==> src/rtl/vcr_pkg.sv <==
package vcr_pkg;
  typedef enum logic [1:0] {
    FK_HEAD   = 2'd0,
    FK_BODY   = 2'd1,
    FK_TAIL   = 2'd2,
    FK_SINGLE = 2'd3
  } flit_kind_e;

  typedef enum logic [1:0] {
    VS_IDLE,
    VS_ROUTING,
    VS_WAIT_VC,
    VS_ACTIVE
  } vc_state_e;

  localparam int unsigned PORT_W = 3;

  localparam logic [PORT_W-1:0] P_LOCAL = 3'd0;
  localparam logic [PORT_W-1:0] P_XPOS  = 3'd1;
  localparam logic [PORT_W-1:0] P_XNEG  = 3'd2;
  localparam logic [PORT_W-1:0] P_YPOS  = 3'd3;
  localparam logic [PORT_W-1:0] P_YNEG  = 3'd4;

  function automatic logic closes_packet(logic [1:0] kind);
    return (kind == FK_TAIL) || (kind == FK_SINGLE);
  endfunction
endpackage

==> src/rtl/vcr_fifo.sv <==
module vcr_fifo #(
  parameter int unsigned W     = 18,
  parameter int unsigned DEPTH = 4,
  localparam int unsigned AW    = (DEPTH > 1) ? $clog2(DEPTH) : 1,
  localparam int unsigned CNT_W = $clog2(DEPTH + 1)
) (
  input  logic             clk_i,
  input  logic             rst_ni,
  input  logic             wr_i,
  input  logic [W-1:0]     wdata_i,
  input  logic             rd_i,
  output logic [W-1:0]     rdata_o,
  output logic             empty_o,
  output logic [CNT_W-1:0] free_o
);
  logic [W-1:0]     mem_q [DEPTH];
  logic [AW-1:0]    wp_q, rp_q;
  logic [CNT_W-1:0] cnt_q;

  function automatic logic [AW-1:0] bump(logic [AW-1:0] p);
    return (p == AW'(DEPTH - 1)) ? '0 : p + AW'(1);
  endfunction

  always_ff @(posedge clk_i or negedge rst_ni) begin
    if (!rst_ni) begin
      wp_q  <= '0;
      rp_q  <= '0;
      cnt_q <= '0;
    end else begin
      if (wr_i) wp_q <= bump(wp_q);
      if (rd_i) rp_q <= bump(rp_q);
      cnt_q <= cnt_q + CNT_W'(wr_i) - CNT_W'(rd_i);
    end
  end

  always_ff @(posedge clk_i) begin
    if (wr_i) mem_q[wp_q] <= wdata_i;
  end

  assign rdata_o = mem_q[rp_q];
  assign empty_o = (cnt_q == '0);
  assign free_o  = CNT_W'(DEPTH) - cnt_q;

  assert_no_overflow_R11: assert property (@(posedge clk_i) disable iff (!rst_ni)
    wr_i |-> (free_o != '0));
  assert_no_underflow_R6: assert property (@(posedge clk_i) disable iff (!rst_ni)
    rd_i |-> !empty_o);
endmodule

==> src/rtl/vcr_route.sv <==
module vcr_route
  import vcr_pkg::*;
#(
  parameter int unsigned CW    = 2,
  parameter int unsigned X_POS = 1,
  parameter int unsigned Y_POS = 1
) (
  input  logic [CW-1:0]     dest_x_i,
  input  logic [CW-1:0]     dest_y_i,
  output logic [PORT_W-1:0] port_o
);
  // X first, then Y
  always_comb begin
    if (dest_x_i > CW'(X_POS))      port_o = P_XPOS;
    else if (dest_x_i < CW'(X_POS)) port_o = P_XNEG;
    else if (dest_y_i > CW'(Y_POS)) port_o = P_YPOS;
    else if (dest_y_i < CW'(Y_POS)) port_o = P_YNEG;
    else                            port_o = P_LOCAL;
  end
endmodule

==> src/rtl/vcr_vc_ctrl.sv <==
module vcr_vc_ctrl
  import vcr_pkg::*;
#(
  parameter int unsigned CW    = 2,
  parameter int unsigned VCW   = 1,
  parameter int unsigned X_POS = 1,
  parameter int unsigned Y_POS = 1
) (
  input  logic              clk_i,
  input  logic              rst_ni,
  input  logic              spec_i,
  input  logic              wr_i,
  input  logic              empty_i,
  input  logic [1:0]        front_kind_i,
  input  logic [CW-1:0]     dest_x_i,
  input  logic [CW-1:0]     dest_y_i,
  input  logic              va_gnt_i,
  input  logic [VCW-1:0]    va_vc_i,
  input  logic              sa_win_i,
  output logic [PORT_W-1:0] port_o,
  output logic [VCW-1:0]    ovc_o,
  output logic              va_req_o,
  output logic              sa_elig_o,
  output logic              pop_o
);
  vc_state_e         state_q, state_d;
  logic [PORT_W-1:0] port_q, port_d, route_port;
  logic [VCW-1:0]    ovc_q, ovc_d;
  logic              closing;

  vcr_route #(.CW(CW), .X_POS(X_POS), .Y_POS(Y_POS)) u_route (
    .dest_x_i (dest_x_i),
    .dest_y_i (dest_y_i),
    .port_o   (route_port)
  );

  assign closing   = closes_packet(front_kind_i);
  assign va_req_o  = (state_q == VS_WAIT_VC);
  assign sa_elig_o = !empty_i && ((state_q == VS_ACTIVE) || (spec_i && state_q == VS_WAIT_VC));
  assign pop_o     = sa_win_i && ((state_q == VS_ACTIVE) ||
                                  (spec_i && state_q == VS_WAIT_VC && va_gnt_i));
  assign port_o    = port_q;
  assign ovc_o     = (state_q == VS_ACTIVE) ? ovc_q : va_vc_i;

  always_comb begin
    state_d = state_q;
    port_d  = port_q;
    ovc_d   = ovc_q;
    unique case (state_q)
      VS_IDLE:    if (wr_i || !empty_i) state_d = VS_ROUTING;
      VS_ROUTING: begin
        port_d  = route_port;
        state_d = VS_WAIT_VC;
      end
      VS_WAIT_VC: if (va_gnt_i) begin
        ovc_d   = va_vc_i;
        state_d = (pop_o && closing) ? VS_IDLE : VS_ACTIVE;
      end
      VS_ACTIVE:  if (pop_o && closing) state_d = VS_IDLE;
      default:    state_d = VS_IDLE;
    endcase
  end

  always_ff @(posedge clk_i or negedge rst_ni) begin
    if (!rst_ni) begin
      state_q <= VS_IDLE;
      port_q  <= P_LOCAL;
      ovc_q   <= '0;
    end else begin
      state_q <= state_d;
      port_q  <= port_d;
      ovc_q   <= ovc_d;
    end
  end

  assert_routing_has_flit_R2: assert property (@(posedge clk_i) disable iff (!rst_ni)
    (state_q == VS_ROUTING) |-> !empty_i);
  assert_va_after_rc_R2: assert property (@(posedge clk_i) disable iff (!rst_ni)
    (state_q == VS_WAIT_VC) |-> ($past(state_q) == VS_ROUTING || $past(state_q) == VS_WAIT_VC));
  assert_va_hold_R3: assert property (@(posedge clk_i) disable iff (!rst_ni)
    (va_req_o && !va_gnt_i) |=> (va_req_o && $stable(port_o)));
  assert_tail_frees_R7: assert property (@(posedge clk_i) disable iff (!rst_ni)
    (pop_o && closing) |=> (state_q == VS_IDLE));
  assert_pop_needs_vc_R9: assert property (@(posedge clk_i) disable iff (!rst_ni)
    pop_o |-> ((state_q == VS_ACTIVE) || (spec_i && va_gnt_i)));
endmodule

==> src/rtl/vcr_sa_arb.sv <==
module vcr_sa_arb #(
  parameter int unsigned N = 2,
  localparam int unsigned IW = (N > 1) ? $clog2(N) : 1
) (
  input  logic         clk_i,
  input  logic         rst_ni,
  input  logic [N-1:0] elig_i,
  input  logic         gnt_i,
  output logic         req_o,
  output logic [N-1:0] sel_o
);
  logic [IW-1:0] ptr_q, ptr_d;

  assign req_o = |elig_i;

  // first eligible channel after the last winner
  always_comb begin
    sel_o = '0;
    for (int i = 1; i <= int'(N); i++) begin
      if (sel_o == '0 && elig_i[(int'(ptr_q) + i) % int'(N)])
        sel_o[(int'(ptr_q) + i) % int'(N)] = 1'b1;
    end
  end

  always_comb begin
    ptr_d = ptr_q;
    for (int i = 0; i < int'(N); i++) begin
      if (sel_o[i]) ptr_d = IW'(i);
    end
  end

  always_ff @(posedge clk_i or negedge rst_ni) begin
    if (!rst_ni)             ptr_q <= IW'(N - 1);
    else if (req_o && gnt_i) ptr_q <= ptr_d;
  end

  assert_single_pick_R10: assert property (@(posedge clk_i) disable iff (!rst_ni)
    $onehot0(sel_o));
  assert_pick_is_ready_R10: assert property (@(posedge clk_i) disable iff (!rst_ni)
    req_o |-> ((sel_o & elig_i) != '0));
endmodule

==> src/rtl/vcr_input_port.sv <==
module vcr_input_port
  import vcr_pkg::*;
#(
  parameter int unsigned NUM_VC     = 2,
  parameter int unsigned FIFO_DEPTH = 4,
  parameter int unsigned DATA_W     = 16,
  parameter int unsigned CW         = 2,
  parameter int unsigned X_POS      = 1,
  parameter int unsigned Y_POS      = 1,
  localparam int unsigned VCW   = (NUM_VC > 1) ? $clog2(NUM_VC) : 1,
  localparam int unsigned CNT_W = $clog2(FIFO_DEPTH + 1),
  localparam int unsigned FW    = DATA_W + 2
) (
  input  logic                     clk_i,
  input  logic                     rst_ni,
  input  logic                     spec_mode_i,
  input  logic                     in_valid_i,
  input  logic [1:0]               in_kind_i,
  input  logic [VCW-1:0]           in_vc_i,
  input  logic [DATA_W-1:0]        in_data_i,
  output logic [NUM_VC*CNT_W-1:0]  free_slots_o,
  output logic [NUM_VC-1:0]        va_req_o,
  output logic [NUM_VC*PORT_W-1:0] va_port_o,
  input  logic [NUM_VC-1:0]        va_gnt_i,
  input  logic [NUM_VC*VCW-1:0]    va_vc_i,
  output logic                     sa_req_o,
  output logic [PORT_W-1:0]        sa_port_o,
  input  logic                     sa_gnt_i,
  output logic                     out_valid_o,
  output logic [1:0]               out_kind_o,
  output logic [PORT_W-1:0]        out_port_o,
  output logic [VCW-1:0]           out_vc_o,
  output logic [DATA_W-1:0]        out_data_o
);
  logic [FW-1:0]     front_w [NUM_VC];
  logic [PORT_W-1:0] port_w  [NUM_VC];
  logic [VCW-1:0]    ovc_w   [NUM_VC];
  logic [NUM_VC-1:0] wr_w, empty_w, elig_w, sel_w, pop_w, win_w;

  vcr_sa_arb #(.N(NUM_VC)) u_arb (
    .clk_i  (clk_i),
    .rst_ni (rst_ni),
    .elig_i (elig_w),
    .gnt_i  (sa_gnt_i),
    .req_o  (sa_req_o),
    .sel_o  (sel_w)
  );

  assign win_w = sel_w & {NUM_VC{sa_gnt_i}};

  for (genvar v = 0; v < NUM_VC; v++) begin : g_vc
    logic [CNT_W-1:0] free_w;

    assign wr_w[v] = in_valid_i && (in_vc_i == VCW'(v));

    vcr_fifo #(.W(FW), .DEPTH(FIFO_DEPTH)) u_fifo (
      .clk_i   (clk_i),
      .rst_ni  (rst_ni),
      .wr_i    (wr_w[v]),
      .wdata_i ({in_kind_i, in_data_i}),
      .rd_i    (pop_w[v]),
      .rdata_o (front_w[v]),
      .empty_o (empty_w[v]),
      .free_o  (free_w)
    );

    vcr_vc_ctrl #(.CW(CW), .VCW(VCW), .X_POS(X_POS), .Y_POS(Y_POS)) u_ctrl (
      .clk_i        (clk_i),
      .rst_ni       (rst_ni),
      .spec_i       (spec_mode_i),
      .wr_i         (wr_w[v]),
      .empty_i      (empty_w[v]),
      .front_kind_i (front_w[v][FW-1:DATA_W]),
      .dest_x_i     (front_w[v][CW-1:0]),
      .dest_y_i     (front_w[v][2*CW-1:CW]),
      .va_gnt_i     (va_gnt_i[v]),
      .va_vc_i      (va_vc_i[v*VCW +: VCW]),
      .sa_win_i     (win_w[v]),
      .port_o       (port_w[v]),
      .ovc_o        (ovc_w[v]),
      .va_req_o     (va_req_o[v]),
      .sa_elig_o    (elig_w[v]),
      .pop_o        (pop_w[v])
    );

    assign free_slots_o[v*CNT_W +: CNT_W]   = free_w;
    assign va_port_o[v*PORT_W +: PORT_W]    = port_w[v];
  end

  always_comb begin
    sa_port_o = '0;
    for (int v = 0; v < int'(NUM_VC); v++) begin
      if (sel_w[v]) sa_port_o = port_w[v];
    end
  end

  // switch traversal register
  always_ff @(posedge clk_i or negedge rst_ni) begin
    if (!rst_ni) begin
      out_valid_o <= 1'b0;
      out_kind_o  <= '0;
      out_port_o  <= '0;
      out_vc_o    <= '0;
      out_data_o  <= '0;
    end else begin
      out_valid_o <= |pop_w;
      for (int v = 0; v < int'(NUM_VC); v++) begin
        if (pop_w[v]) begin
          out_kind_o <= front_w[v][FW-1:DATA_W];
          out_port_o <= port_w[v];
          out_vc_o   <= ovc_w[v];
          out_data_o <= front_w[v][DATA_W-1:0];
        end
      end
    end
  end

  assert_st_follows_sa_R5: assert property (@(posedge clk_i) disable iff (!rst_ni)
    out_valid_o |-> $past(sa_req_o && sa_gnt_i));
  assert_one_pop_R10: assert property (@(posedge clk_i) disable iff (!rst_ni)
    $onehot0(pop_w));
endmodule

==> config.mk <==
export PLATFORM = sky130hd
export DESIGN_NAME = vcr_input_port
export DESIGN_NICKNAME = d
export VERILOG_FILES = /design/src/rtl/vcr_pkg.sv /design/src/rtl/vcr_fifo.sv /design/src/rtl/vcr_route.sv /design/src/rtl/vcr_vc_ctrl.sv /design/src/rtl/vcr_sa_arb.sv /design/src/rtl/vcr_input_port.sv
export SDC_FILE = /design/constraint.sdc
export NUM_CORES = 1
export LEC_CHECK = 0
export BUFFER_PORTS_ARGS = -buffer_cell sky130_fd_sc_hd__clkbuf_2
export CAP_MARGIN = 40
export CORE_ASPECT_RATIO = 2
export CORE_MARGIN = 3
export CORE_UTILIZATION = 46
export CTS_BUF_LIST = sky130_fd_sc_hd__clkbuf_16
export DETAILED_ROUTE_END_ITERATION = 16
export PLACE_DENSITY = 0.61
export SLEW_MARGIN = 20
export SYNTH_ARGS = -nofsm -noshare
export SYNTH_HDL_FRONTEND = slang
export SYNTH_HIERARCHICAL = 1
export SYNTH_SLANG_ARGS = --single-unit
export TNS_END_PERCENT = 10
==> constraint.sdc <==
create_clock -name clk_i -period 8 [get_ports clk_i]
set_clock_uncertainty 0.2 [all_clocks]
set_input_delay 1.6 -clock clk_i [delete_from_list [all_inputs] [get_ports clk_i]]
set_output_delay 1.6 -clock clk_i [all_outputs]
set_load 0.02 [all_outputs]
**Word level (Yosys, flattened, before mapping)**

Memory sizes are Yosys's and may differ from the RTL's.
Cells that the tools add are included.

- Register bits: 50
- RAM bits: 144
- Input port bits: 28
- Output and inout bits: 41
- Word-level logic and storage cells: 161
- Memories kept: 2

- Add/subtract/negate cells: 12
- $lt $le $gt $ge: 12
- Equality and inequality tests: 20
- Multiplexer cells: 52
- Bitwise operators: 5
- Reduce and logical (&&, ||, !) cells: 40

Memories:

| memory | words | width | rd ports | clocked after Yosys merged registers in | write ports | line | source |
|---|---|---|---|---|---|---|---|
| g_vc[0].u_fifo.mem_q | 4 | 18 | 1 | 0 | 1 | vcr_fifo.sv:16 | `logic [W-1:0] mem_q [DEPTH];` |
| g_vc[1].u_fifo.mem_q | 4 | 18 | 1 | 0 | 1 | vcr_fifo.sv:16 |  |

Operators by type and width:

| kind | count |
|---|---|
| 3-bit two-way mux | 12 |
| 16-bit two-way mux | 2 |
| 2-bit two-way mux | 16 |
| 2-bit == test (second input constant) | 12 |
| 1-bit two-way mux | 18 |
| 1-bit logical AND | 16 |
| 2-bit one-hot mux with 4 select lines | 2 |
| 2-bit by 1-bit adder with 2-bit output (second input constant) | 4 |
| 2-bit by 1-bit greater-than comparator with 1-bit output (second input constant) | 4 |
| 1-bit logical OR | 8 |
| 2-bit by 1-bit < comparator with 1-bit output (second input constant) | 4 |
| 2-bit != test (second input constant) | 4 |
| 3-bit by 1-bit adder with 3-bit output | 2 |
| 2-bit zero test | 3 |
| 3-bit zero test | 2 |
| 2-bit by 3-bit < comparator with 1-bit output (second input constant) | 2 |
| 2-bit AND reduction | 3 |
| 3-bit AND reduction | 2 |
| 3-bit by 1-bit subtractor with 3-bit output | 2 |
| 3-bit subtractor (first input constant) | 2 |
| 2-bit by 1-bit == test with 1-bit output (second input constant) | 2 |
| 2-bit by 1-bit >= comparator with 1-bit output (second input constant) | 2 |
| 2-bit by 1-bit != test with 1-bit output (second input constant) | 2 |
| 2-bit nonzero test | 2 |
| 8 further kinds | 13 |

**Longest topological paths before layout**

- Word-level depth: 17
- Depth in mapped cells: 15
- Gate-level depth less buffers: 14

**Cells and area by module**

Netlist, hierarchy kept.

Modules (own cells, without submodules):

| module | times used | cells each | area each (um^2) | seq. area each (um^2) |
|---|---|---|---|---|
| vcr_fifo | 2 | 134 | 3042.9 | 2337.2 |
| vcr_input_port | 1 | 108 | 1136.1 | 575.6 |
| vcr_vc_ctrl | 2 | 26 | 307.8 | 150.1 |
| vcr_sa_arb | 1 | 8 | 70.1 | 26.3 |
| vcr_route | 2 | 4 | 31.3 | 0.0 |

**Worst setup path after synthesis**

Ideal clock, no wire load.

- Path type: input to output
- Start point: in spec_mode_i
- End point: out sa_port_o[1]
- Arrival: 2687 ps
- Data required time: 6200 ps
- Path slack: 3513 ps
- Stages: 5
- Buffers on the path: 1
- Cell sequence: nor2_1 nor3b_1 a21boi_0 buf_4 o21ai_0

- Elaborated cells between the ends (all ways): 19
- Those cells by class: mux: 10; bitwise: 1; reduce/logical: 8

RTL lines:

| element | line | source |
|---|---|---|
| from (decl) | vcr_input_port.sv:16 | `input logic spec_mode_i,` |
| 1-bit logical AND (*) | vcr_vc_ctrl.sv:39 | `assign sa_elig_o = !empty_i && ((state_q == VS_ACTIVE) \|\| (spec_i && state_q == VS_WAIT_VC));` |
| 1-bit logical OR (*) | vcr_vc_ctrl.sv:39 |  |
| 1-bit logical AND (*) | vcr_vc_ctrl.sv:39 |  |
| named net elig_w[0] | vcr_input_port.sv:38 | `logic [NUM_VC-1:0] wr_w, empty_w, elig_w, sel_w, pop_w, win_w;` |
| 1-bit two-way mux (implied by the code) (3 in a row) | vcr_sa_arb.sv:20 | `if (sel_o == '0 && elig_i[(int'(ptr_q) + i) % int'(N)])` |
| 2-bit two-way mux | vcr_sa_arb.sv:20 |  |
| 2-bit zero test | vcr_sa_arb.sv:20 |  |
| 1-bit logical AND | vcr_sa_arb.sv:20 |  |
| 2-bit two-way mux (*) | vcr_sa_arb.sv:20 |  |
| named net sel_w[1] | vcr_input_port.sv:38 |  |
| 3-bit two-way mux (*) | vcr_input_port.sv:93 | `if (sel_w[v]) sa_port_o = port_w[v];` |
| to (decl) | vcr_input_port.sv:27 | `output logic [PORT_W-1:0] sa_port_o,` |

The timed path passes the listed nets; every way through them passes the cells marked *. The select of a mux whose other input is x is not followed.

**Worst setup path in the final report**

- Start point: in spec_mode_i
- End point: out sa_port_o[0]

The elaborated chain is that of the path after synthesis.

==> impl_metrics.json <==
{
  "htree_levels": 4,
  "whs_endpoint": "g_vc[0].u_ctrl/ovc_q",
  "grt_pass1_vias": 4288,
  "worstPathRequired_ns": 6.20,
  "avgSynthCellArea_um2": 18.0,
  "reg2reg_slack_ns": 3.74,
  "die_area_mm2": 0.0190,
  "setup_tns_ns": 0,
  "drive_gt1_share_pct": 31.3,
  "hold_viol_final": 0,
  "die_x_um": 99.1,
  "design_area_mm2": 0.00909,
  "vias": 4006,
  "p_per_area_mw_per_mm2": 379,
  "place_ws_ns": 2.85,
  "hold_buffers": 0,
  "clockBufferDepth": 2,
  "worstSetupPathType": "primary input to output port",
  "power_leakage_nw": 3.42,
  "final_common_cell": "edfxtp_1",
  "yosysWarnings": 6,
  "synth.largest_area_cell": "edfxtp_1",
  "ir_drop_v": 0.000139,
  "row_count": 67,
  "grt_pass1_wl_um": 24300,
  "grt.overflow.total": 0,
  "wl_per_cell_um": 20.7,
  "r2r_cells": 15,
  "dr.pass1.iters": 5,
  "top_level_ports": 69,
  "antenna_left": 0,
  "portBuffers": 68,
  "routed_wl_um": 15400,
  "fin_hold_ws_ns": 0.317,
  "seq_area_frac_synth_pct": 70.0,
  "cts-root-buf": "clkbuf_16",
  "route.detailed.drc": 0,
  "cap_violations": 0,
  "drt_iter0_markers": 182,
  "clock.fmax_mhz": 200,
  "vias_per_cell": 5.38,
  "synth-seq-cells": 194,
  "min_period_ns": 5.01,
  "synth_area_mm2": 0.00797,
  "nNetsFinal": 572,
  "fp.coreArea_mm2": 0.0168,
  "placedCellCount": 712,
  "gp_congestion": 0.819,
  "holdCritStartpoint": "g_vc[0].u_ctrl/ovc_q",
  "end_kind": "output port",
  "slew_viol_final": 0,
  "hold_class": "flop to flop",
  "synth_nets": 492,
  "die_h_um": 192,
  "startpoint_type": "primary input",
  "dpl.hpwl_um": 10500,
  "netlist.area_leader.share_pct": 54.3,
  "place_area_mm2": 0.00853,
  "max_slew_margin_pct": 54.5,
  "clock_latency_ns": 0.42,
  "path_clk_slew_ns": 0.06,
  "min_path_cells": 1,
  "timing.final.ws_setup_ns": 2.99,
  "n_antenna_cell": 0,
  "grt_use_total_pct": 17.5,
  "stdcell_count": 744,
  "path_max_fanout": 6,
  "post_cts_buffers": 0,
  "initial_utilization_pct": 47.3,
  "rr_startpoint": "g_vc[1].u_fifo/cnt_q[1]",
  "final.period_utilization_pct": 62.6,
  "cts_tree": "done",
  "antenna_found_initial": 0,
  "cts.sinks": 194,
  "cts_resized": 0,
  "syn_inst": 444,
  "setup_viol": 0,
  "grt_setup_unrepaired": "false",
  "cp.arrival_ns": 3.21,
  "cts_buffers": 17,
  "grt_start_max_net_pins": 51,
  "tightest_slew_ns": 0.682,
  "timing.rr.end": "g_vc[1].u_fifo/cnt_q[2]",
  "syn2layout_area_growth_pct": 14.1,
  "status": "completed",
  "synthTopCellsByArea": "edfxtp_1 54%, dfrtp_1 15%, mux4_2 10%",
  "fill_cells": 1353,
  "synth_cell_type_count": 39,
  "final_cell_mix": "144 x edfxtp_1, 68 x clkbuf_2, 49 x dfrtp_1"
}
[worst max-delay path: stages]
cell,delay (ns)
clkbuf_2,0.15
nor2_1,0.06
nor3b_1,0.38
a21boi_0,0.54
nor2b_1,0.13
a22o_1,0.20
clkbuf_2,0.15
[how the worst max path moves through the flow]
stage,startpoint,slack (ns),cells after the start,end
3_5_place_dp,spec_mode_i,2.85,14,g_vc[1].u_fifo/cnt_q[2]
4_1_cts,spec_mode_i,3.01,7,sa_port_o[0]
5_1_grt,spec_mode_i,2.79,7,sa_port_o[2]
3_3_place_gp,spec_mode_i,3.00,14,g_vc[1].u_fifo/cnt_q[2]
6_report,spec_mode_i,2.99,7,sa_port_o[0]
2_1_floorplan,spec_mode_i,3.51,5,sa_port_o[1]
[stage by stage]
stage,power (mW),utilization [%]
after floorplan,2.37,-
after global placement,2.65,50.2
after detailed placement,2.71,50.6
after CTS,3.50,54.0
after global routing,3.67,54.0
final,3.45,54.0
[per-layer routing]
| layer | track usage, % | wire, um | part of all wire (%) | vias to the layer above |
|---|---|---|---|---|
| li1 | - | - | - | 1844 |
| met1 | 18.3 | 5600 | 36 | 2075 |
| met2 | 33.6 | 9150 | 59 | 78 |
| met3 | 3.82 | 506 | 3.3 | 9 |
| met4 | 5.94 | 161 | 1.0 | 0 |
| met5 | 0 | 0 | 0 | - |
[kinds of logic (layout without fill, tap and decap cells)]
logic type | Yosys count | count (layout) | share of synthesized area (%)
AOI/OAI and AO/OA | 47 | 47 | 3.52
xor gates and xnor gates | 4 | 4 | 0.440
adders and majority gates | 20 | 20 | 3.33
buffers and inverters | 40 | 133 | 3.11
DFF | 194 | 194 | 70.0
muxes | 72 | 72 | 15.0
and+or+nand+nor | 67 | 67 | 4.63
[area by class of cell]
cell class,instances,area [um2],area share [%]
timing repair buffer,80,468,5.15
multi-input combinational,210,2150,23.6
clock buffer,20,500,5.50
sequential,194,5580,61.3
tap,207,259,2.85
clock inverter,12,61.3,0.674
inverter,21,78.8,0.867
[flip-flops by register name (all words and copies together), names as in the netlist, 2 cells and up]
name	count
g_vc.u_fifo/wp_q	4
g_vc.u_ctrl/ovc_q	2
out_kind_o	2
g_vc.u_ctrl/state_q	4
g_vc.u_ctrl/port_o	6
out_port_o	3
g_vc.u_fifo/mem_q	144
g_vc.u_fifo/rp_q	4
out_data_o	16
g_vc.u_fifo/cnt_q	6
[cell usage after synthesis]
cell	count
nor2b_4	2
mux2_1	2
mux4_2	36
mux2i_1	22
nor3b_1	2
buf_2	7
nand2b_1	4
a22o_1	2
fa_1	2
edfxtp_1	144
a21o_1	4
nand2_1	30
dfrtp_1	49
dfstp_2	1
nor4b_2	2
ha_1	18
o21ai_1	18
nor2b_1	4
a21oi_1	5
nor2_1	6
a41oi_1	2
a221o_1	2
and2_1	11
mux2_4	2
buf_4	5
buf_12	2
inv_1	21
and3_1	2
or2_1	1
a21boi_0	1
buf_6	5
o21ai_0	10
or2_2	1
or3b_2	2
o21ai_2	1
xnor2_1	4
mux2_2	10
a31oi_1	1
a21boi_1	1
[power by group]
group	total, mW	internal [mW]	switching, mW
Clock	0.794	0.447	0.347
Sequential	1.44	1.28	0.154
Combinational	1.21	0.543	0.670
(Power assumes the default switching activity.)
